==> src/rtl/bdm_pkg.sv <==
package bdm_pkg;

    typedef enum logic [1:0] {
        FMT_32B  = 2'd0,
        FMT_64B  = 2'd1,
        FMT_256B = 2'd2,
        FMT_320B = 2'd3
    } fmt_e;

    localparam int LEN_W = 9;

    // Bit periods per frame for each format code.
    function automatic logic [LEN_W-1:0] frame_len(input logic [1:0] f);
        case (fmt_e'(f))
            FMT_32B:  frame_len = 9'd32;
            FMT_64B:  frame_len = 9'd64;
            FMT_256B: frame_len = 9'd256;
            default:  frame_len = 9'd320;
        endcase
    endfunction

endpackage

==> src/rtl/bdm_edge_sync.sv <==
module bdm_edge_sync #(
    parameter int STAGES = 2,
    parameter int WIDTH  = 4
) (
    input  logic             clk,
    input  logic             rst_n,
    input  logic [WIDTH-1:0] async_i,
    output logic [WIDTH-1:0] sync_o,
    output logic             rise_o,
    output logic             fall_o
);
    // Bit 0 of async_i is the clock whose edges are reported.
    typedef struct packed {
        logic [STAGES-1:0][WIDTH-1:0] pipe;
        logic [WIDTH-1:0]             prev;
    } st_t;

    st_t st_d, st_q;

    always_comb begin
        st_d         = st_q;
        st_d.pipe[0] = async_i;
        for (int i = 1; i < STAGES; i++) begin
            st_d.pipe[i] = st_q.pipe[i-1];
        end
        st_d.prev = st_q.pipe[STAGES-1];
    end

    always_ff @(posedge clk) begin
        if (!rst_n) st_q <= '0;
        else        st_q <= st_d;
    end

    assign sync_o = st_q.pipe[STAGES-1];
    assign rise_o = sync_o[0] & ~st_q.prev[0];
    assign fall_o = ~sync_o[0] & st_q.prev[0];

endmodule

==> src/rtl/bdm_clkgen.sv <==
module bdm_clkgen
    import bdm_pkg::*;
#(
    parameter int HALF_DIV = 4
) (
    input  logic       clk,
    input  logic       rst_n,
    input  logic       en_i,
    input  logic [1:0] fmt_i,
    output logic       bclk_o,
    output logic       fs_o,
    output logic       rise_o,
    output logic       fall_o
);
    localparam int DIV_W = (HALF_DIV > 1) ? $clog2(HALF_DIV) : 1;

    typedef struct packed {
        logic [DIV_W-1:0] div;
        logic             bclk;
        logic [LEN_W-1:0] idx;
        logic             fs;
        logic             rise;
        logic             fall;
    } st_t;

    st_t st_d, st_q;
    logic [LEN_W-1:0] len;

    assign len = frame_len(fmt_i);

    always_comb begin
        st_d      = st_q;
        st_d.rise = 1'b0;
        st_d.fall = 1'b0;
        if (!en_i) begin
            st_d = '0;
        end else if (st_q.div == DIV_W'(HALF_DIV - 1)) begin
            st_d.div  = '0;
            st_d.bclk = ~st_q.bclk;
            if (!st_q.bclk) begin
                st_d.rise = 1'b1;
                st_d.idx  = (st_q.idx >= len - 9'd1) ? '0 : st_q.idx + 9'd1;
                st_d.fs   = (st_d.idx == len - 9'd1);
            end else begin
                st_d.fall = 1'b1;
            end
        end else begin
            st_d.div = st_q.div + DIV_W'(1);
        end
    end

    always_ff @(posedge clk) begin
        if (!rst_n) st_q <= '0;
        else        st_q <= st_d;
    end

    assign bclk_o = st_q.bclk;
    assign fs_o   = st_q.fs;
    assign rise_o = st_q.rise;
    assign fall_o = st_q.fall;

endmodule

==> src/rtl/bdm_tx.sv <==
module bdm_tx #(
    parameter int B_BITS = 8,
    parameter int D_BITS = 2
) (
    input  logic              clk,
    input  logic              rst_n,
    input  logic              rise_i,
    input  logic              fall_i,
    input  logic              fs_i,
    input  logic [B_BITS-1:0] b1_i,
    input  logic [B_BITS-1:0] b2_i,
    input  logic [D_BITS-1:0] d_i,
    output logic              dx_o,
    output logic              oe_o
);
    localparam int N  = 2 * B_BITS + D_BITS;
    localparam int PW = $clog2(N + 1);

    typedef struct packed {
        logic [N-1:0]  sh;
        logic [PW-1:0] pos;
        logic          dx;
        logic          oe;
    } st_t;

    st_t st_d, st_q;

    always_comb begin
        st_d = st_q;
        if (fall_i && fs_i) begin
            st_d.sh  = {b1_i, b2_i, d_i};
            st_d.pos = '0;
        end else if (rise_i) begin
            if (st_q.pos < PW'(N)) begin
                st_d.dx  = st_q.sh[N-1];
                st_d.sh  = {st_q.sh[N-2:0], 1'b0};
                st_d.oe  = 1'b1;
                st_d.pos = st_q.pos + PW'(1);
            end else begin
                st_d.dx = 1'b0;
                st_d.oe = 1'b0;
            end
        end
    end

    always_ff @(posedge clk) begin
        if (!rst_n) begin
            st_q     <= '0;
            st_q.pos <= PW'(N);
        end else begin
            st_q <= st_d;
        end
    end

    assign dx_o = st_q.dx;
    assign oe_o = st_q.oe;

endmodule

==> src/rtl/bdm_rx.sv <==
module bdm_rx #(
    parameter int B_BITS = 8,
    parameter int D_BITS = 2
) (
    input  logic              clk,
    input  logic              rst_n,
    input  logic              fall_i,
    input  logic              fs_i,
    input  logic              dr_i,
    output logic [B_BITS-1:0] b1_o,
    output logic [B_BITS-1:0] b2_o,
    output logic [D_BITS-1:0] d_o,
    output logic              vld_o
);
    localparam int N  = 2 * B_BITS + D_BITS;
    localparam int PW = $clog2(N + 1);

    typedef struct packed {
        logic [N-1:0]      sh;
        logic [PW-1:0]     pos;
        logic [B_BITS-1:0] b1;
        logic [B_BITS-1:0] b2;
        logic [D_BITS-1:0] dd;
        logic              vld;
    } st_t;

    st_t st_d, st_q;

    always_comb begin
        st_d     = st_q;
        st_d.vld = 1'b0;
        if (fall_i && fs_i) begin
            st_d.pos = '0;
        end else if (fall_i && (st_q.pos < PW'(N))) begin
            st_d.sh  = {st_q.sh[N-2:0], dr_i};
            st_d.pos = st_q.pos + PW'(1);
            if (st_q.pos == PW'(N - 1)) begin
                {st_d.b1, st_d.b2, st_d.dd} = st_d.sh;
                st_d.vld = 1'b1;
            end
        end
    end

    always_ff @(posedge clk) begin
        if (!rst_n) begin
            st_q     <= '0;
            st_q.pos <= PW'(N);
        end else begin
            st_q <= st_d;
        end
    end

    assign b1_o  = st_q.b1;
    assign b2_o  = st_q.b2;
    assign d_o   = st_q.dd;
    assign vld_o = st_q.vld;

endmodule

==> src/rtl/bdm_serial_mux.sv <==
module bdm_serial_mux #(
    parameter int B_BITS      = 8,
    parameter int D_BITS      = 2,
    parameter int HALF_DIV    = 4,
    parameter int SYNC_STAGES = 2
) (
    input  logic              clk,
    input  logic              rst_n,
    input  logic              master_i,
    input  logic [1:0]        fmt_i,
    input  logic              bclk_i,
    input  logic              fsx_i,
    input  logic              fsr_i,
    input  logic              dr_i,
    output logic              bclk_o,
    output logic              fs_o,
    output logic              dx_o,
    output logic              dx_oe_o,
    input  logic [B_BITS-1:0] tx_b1_i,
    input  logic [B_BITS-1:0] tx_b2_i,
    input  logic [D_BITS-1:0] tx_d_i,
    output logic [B_BITS-1:0] rx_b1_o,
    output logic [B_BITS-1:0] rx_b2_o,
    output logic [D_BITS-1:0] rx_d_o,
    output logic              rx_valid_o
);
    localparam int SYNC_W = 4;

    logic [SYNC_W-1:0] port_sync;
    logic s_rise, s_fall;
    logic m_rise, m_fall;
    logic rise_sel, fall_sel, fsx_sel, fsr_sel;

    // Bit 0 carries the slave bit clock so its edges are detected.
    bdm_edge_sync #(
        .STAGES (SYNC_STAGES),
        .WIDTH  (SYNC_W)
    ) u_sync (
        .clk     (clk),
        .rst_n   (rst_n),
        .async_i ({dr_i, fsr_i, fsx_i, bclk_i}),
        .sync_o  (port_sync),
        .rise_o  (s_rise),
        .fall_o  (s_fall)
    );

    bdm_clkgen #(
        .HALF_DIV (HALF_DIV)
    ) u_clkgen (
        .clk    (clk),
        .rst_n  (rst_n),
        .en_i   (master_i),
        .fmt_i  (fmt_i),
        .bclk_o (bclk_o),
        .fs_o   (fs_o),
        .rise_o (m_rise),
        .fall_o (m_fall)
    );

    always_comb begin
        if (master_i) begin
            rise_sel = m_rise;
            fall_sel = m_fall;
            fsx_sel  = fs_o;
            fsr_sel  = fs_o;
        end else begin
            rise_sel = s_rise;
            fall_sel = s_fall;
            fsx_sel  = port_sync[1];
            fsr_sel  = port_sync[2];
        end
    end

    bdm_tx #(
        .B_BITS (B_BITS),
        .D_BITS (D_BITS)
    ) u_tx (
        .clk    (clk),
        .rst_n  (rst_n),
        .rise_i (rise_sel),
        .fall_i (fall_sel),
        .fs_i   (fsx_sel),
        .b1_i   (tx_b1_i),
        .b2_i   (tx_b2_i),
        .d_i    (tx_d_i),
        .dx_o   (dx_o),
        .oe_o   (dx_oe_o)
    );

    bdm_rx #(
        .B_BITS (B_BITS),
        .D_BITS (D_BITS)
    ) u_rx (
        .clk    (clk),
        .rst_n  (rst_n),
        .fall_i (fall_sel),
        .fs_i   (fsr_sel),
        .dr_i   (port_sync[3]),
        .b1_o   (rx_b1_o),
        .b2_o   (rx_b2_o),
        .d_o    (rx_d_o),
        .vld_o  (rx_valid_o)
    );

endmodule

==> config.mk <==
export PLATFORM = sky130hd
export DESIGN_NAME = bdm_serial_mux
export DESIGN_NICKNAME = d
export VERILOG_FILES = /design/src/rtl/bdm_pkg.sv /design/src/rtl/bdm_edge_sync.sv /design/src/rtl/bdm_clkgen.sv /design/src/rtl/bdm_tx.sv /design/src/rtl/bdm_rx.sv /design/src/rtl/bdm_serial_mux.sv
export SDC_FILE = /design/constraint.sdc
export NUM_CORES = 1
export LEC_CHECK = 0
export BUFFER_PORTS_ARGS = -buffer_cell sky130_fd_sc_hd__buf_2
export CORE_AREA = 2 2 104 116
export DETAILED_ROUTE_END_ITERATION = 8
export DIE_AREA = 0 0 106 118
export GPL_TIMING_DRIVEN = 0
export PLACE_DENSITY = 0.62
export SYNTH_ARGS = -nofsm -noshare
export SYNTH_HDL_FRONTEND = slang
export SYNTH_SLANG_ARGS = --single-unit
==> constraint.sdc <==
create_clock -name clk -period 7.7 [get_ports clk]
set_input_delay 1.155 -clock clk [delete_from_list [all_inputs] [get_ports clk]]
set_output_delay 1.155 -clock clk [all_outputs]
set_load 0.05 [all_outputs]
==> flow_summary.json <==
{
  "status": "finished, final reports clean",
  "drt-total-wl_um": 7760,
  "netlist_area_um2": 3890,
  "dieArea_um2": 12500,
  "rows": 41,
  "power.switching_mw": 0.191,
  "antenna_cells": 0,
  "p_clk_share_pct": 48.4,
  "finalSetupViolCount": 0,
  "worstMarginPinSlew_ns": 0.980,
  "root_buffer": "clkbuf_16",
  "cp.required_ns": 7.97,
  "finalCriticalPeriod_ns": 3.54,
  "timing_hold_violations_final": 0,
  "synthMostInstantiatedCell": "dfxtp_1",
  "fin_crit_sh_pct": 45.9,
  "ctsLongestPathBuffers": 2,
  "final_area_um2": 4630,
  "core_um2": 11300,
  "yosys_warnings": 0,
  "seqPwrFrac_pct": 48.8,
  "die_h_um": 118,
  "synthToLayoutAreaGrowth_pct": 19.1,
  "tns_ns": 0,
  "cts_tree": "done",
  "cts_num_sinks": 90,
  "grt_max_degree": 15,
  "avgRoutedWirePerCell_um": 12.6,
  "synth-main-ff-cell": "dfxtp_1",
  "yosysSeqAreaShare_pct": 46.3,
  "power.leakage_nw": 2.13,
  "track_usage_pct": 13.2,
  "synth_commonest_cells": "90 x dfxtp_1, 52 x nor2_1, 38 x mux2i_1",
  "grt_pass1_vias": 2911,
  "synth-seq-cells": 90,
  "dpl_cell_area_um2": 4320,
  "die_x_um": 106,
  "max_cap_viol_count": 0,
  "syn_avg_cell_area_um2": 9.58,
  "drt_iter0_drc": 85,
  "syn-num-nets": 442,
  "synth_top_cell_area_share_pct": 46.3,
  "grt_overflow_total": 0,
  "drive_above_1_share_pct": 19.9,
  "cts_buffers": 9,
  "synth-edff-count": 0,
  "cts_hold_buf": 0,
  "cts.htree.levels": 3,
  "io_buffers": 48,
  "ioPinCount": 50,
  "fmax_mhz": 283,
  "grt_pass1_wl_um": 13400,
  "fin_skew_ns": 0.00583,
  "drc": 0,
  "cts-resized-gates": 0,
  "fin_nets": 501,
  "yosys.area.top_type": "dfxtp_1",
  "hpwlAfterDp_um": 5480,
  "netlist_instances": 406,
  "peakVddDrop_mv": 0.0809,
  "p_sw_share_pct": 19.9,
  "cts_setup_buffers": 0,
  "internal-power_mw": 0.770,
  "max_slew_margin_pct": 34.1,
  "drv_slew": 0,
  "viasPerCell": 4.85,
  "ys_top_cells_by_area": "dfxtp_1 46%, mux2i_1 9.8%, nor2_1 5.0%",
  "initial_core_util_pct": 34.3,
  "min_path_type": "reg2reg",
  "cp_max_fo": 7,
  "async_flop_share_pct": 0,
  "power_frac_comb_pct": 2.8,
  "rsz0062_at_grt": "false",
  "dr_total_vias": 2999,
  "powerDensity_nw_per_um2": 208,
  "antenna_found_initial": 0,
  "clk_latency_ns": 0.34,
  "postLayoutSetupSlackWorst_ns": 4.16,
  "dr.pass1.iters": 4,
  "clkSlewWorstSetupHoldPaths_ns": 0.06,
  "finalPower_mw": 0.961,
  "cp.arrival_ns": 3.80,
  "pre_cts_ws_ns": 3.85,
  "synth_cell_types": 51,
  "globalplace.congestion": 0.850,
  "critPathCaptureType": "flip-flop",
  "crit_type": "in2reg",
  "start_kind": "input port",
  "antenna_left": 0
}
[worst max-delay path, cell delays in order]
cell and delay (ns):
buf_2 0.13, nor2b_1 0.34, inv_1 0.18, ha_1 0.33, nand4_1 0.09, o31ai_1 0.80
nor2_1 0.26, o32a_1 0.36, a2bb2oi_1 0.15
[power groups by stage]
stage	Sequential, mW	Combinational (mW)	Clock [mW]
CTS	0.469	0.0272	0.480
global placement	0.480	0.0267	0
finish	0.469	0.0267	0.465
detailed placement	0.480	0.0271	0
floorplan	0.480	0.0151	0
global route	0.469	0.0298	0.499
[worst paths after layout]
kind | from | cells after the start | slack, ns | endpoint
worst max-delay path | fmt_i[1] | 9 | 4.16 | u_clkgen.fs_o
worst min-delay path | u_clkgen.st_q[13] | 1 | 0.43 | u_clkgen.st_q[13]
worst max register to register | u_clkgen.st_q[3] | 7 | 4.92 | u_clkgen.fs_o
worst min register to register | u_clkgen.st_q[13] | 1 | 0.43 | u_clkgen.st_q[13]
[metal layers]
layer	share of wire [%]	wire, um	global-route usage (%)
met1	45	3500	15.1
met2	49	3830	22.7
met3	4.0	313	3.32
met4	1.5	115	6.58
met5	0	0	0
[stage by stage]
step                      utilization [%]  hold WS (ns)  instances
after floorplan                         -         0.404        406
after global placement               38.1         0.415        604
after detailed placement             38.1         0.419        604
after CTS                            40.9         0.431        618
after global routing                 40.9         0.441        618
final                                40.9         0.426        618
[logic make-up (layout without fill, tap and decap cells)]
family                     count (synthesis)  after routing  share of synthesized area [%]
and+or+nand+nor                          132            132                           16.7
muxes                                     39             39                           10.1
adders and majority gates                  9              9                           2.90
DFF                                       90             90                           46.3
xor gates and xnor gates                   6              6                           1.35
AOI/OAI and AO/OA                         85             85                           15.7
buffers and inverters                     45            107                           6.95
[placed cells by master, fill, tap and decap left out, types with 9 or more instances in the layout]
cell type,instances
dfxtp_1,90
a22o_1,18
and2_1,12
nand3_1,10
nand2_1,23
clkbuf_1,15
a211oi_1,20
buf_2,48
a21oi_1,16
clkbuf_16,9
mux2i_1,38
ha_1,9
nor2_1,52
buf_4,19
o21ai_0,11
[flip-flops by register name, indices dropped and copies added, names as in the netlist]
name	flops
u_rx.d_o	2
u_rx.vld_o	1
u_rx.b1_o	8
u_clkgen.st_q	11
u_tx.dx_o	1
u_rx.b2_o	8
u_clkgen.rise_o	1
u_sync.st_d	4
u_tx.st_q	23
u_clkgen.fall_o	1
u_clkgen.fs_o	1
u_sync.sync_o	4
u_sync.st_q	1
u_rx.st_q	22
u_clkgen.bclk_o	1
u_tx.oe_o	1
[area by class of cell]
class                   count  area (um2)
plain buffers              41         255
repair buffers             48         240
fillers                  1111        6710
clock inverters             4        76.3
clock buffers              10         239
multi-input cells         271        1820
flip-flops and latches     90        1800
well taps                 150         188
inverters                   4        15.0
Power figures use the tool's default switching activity.
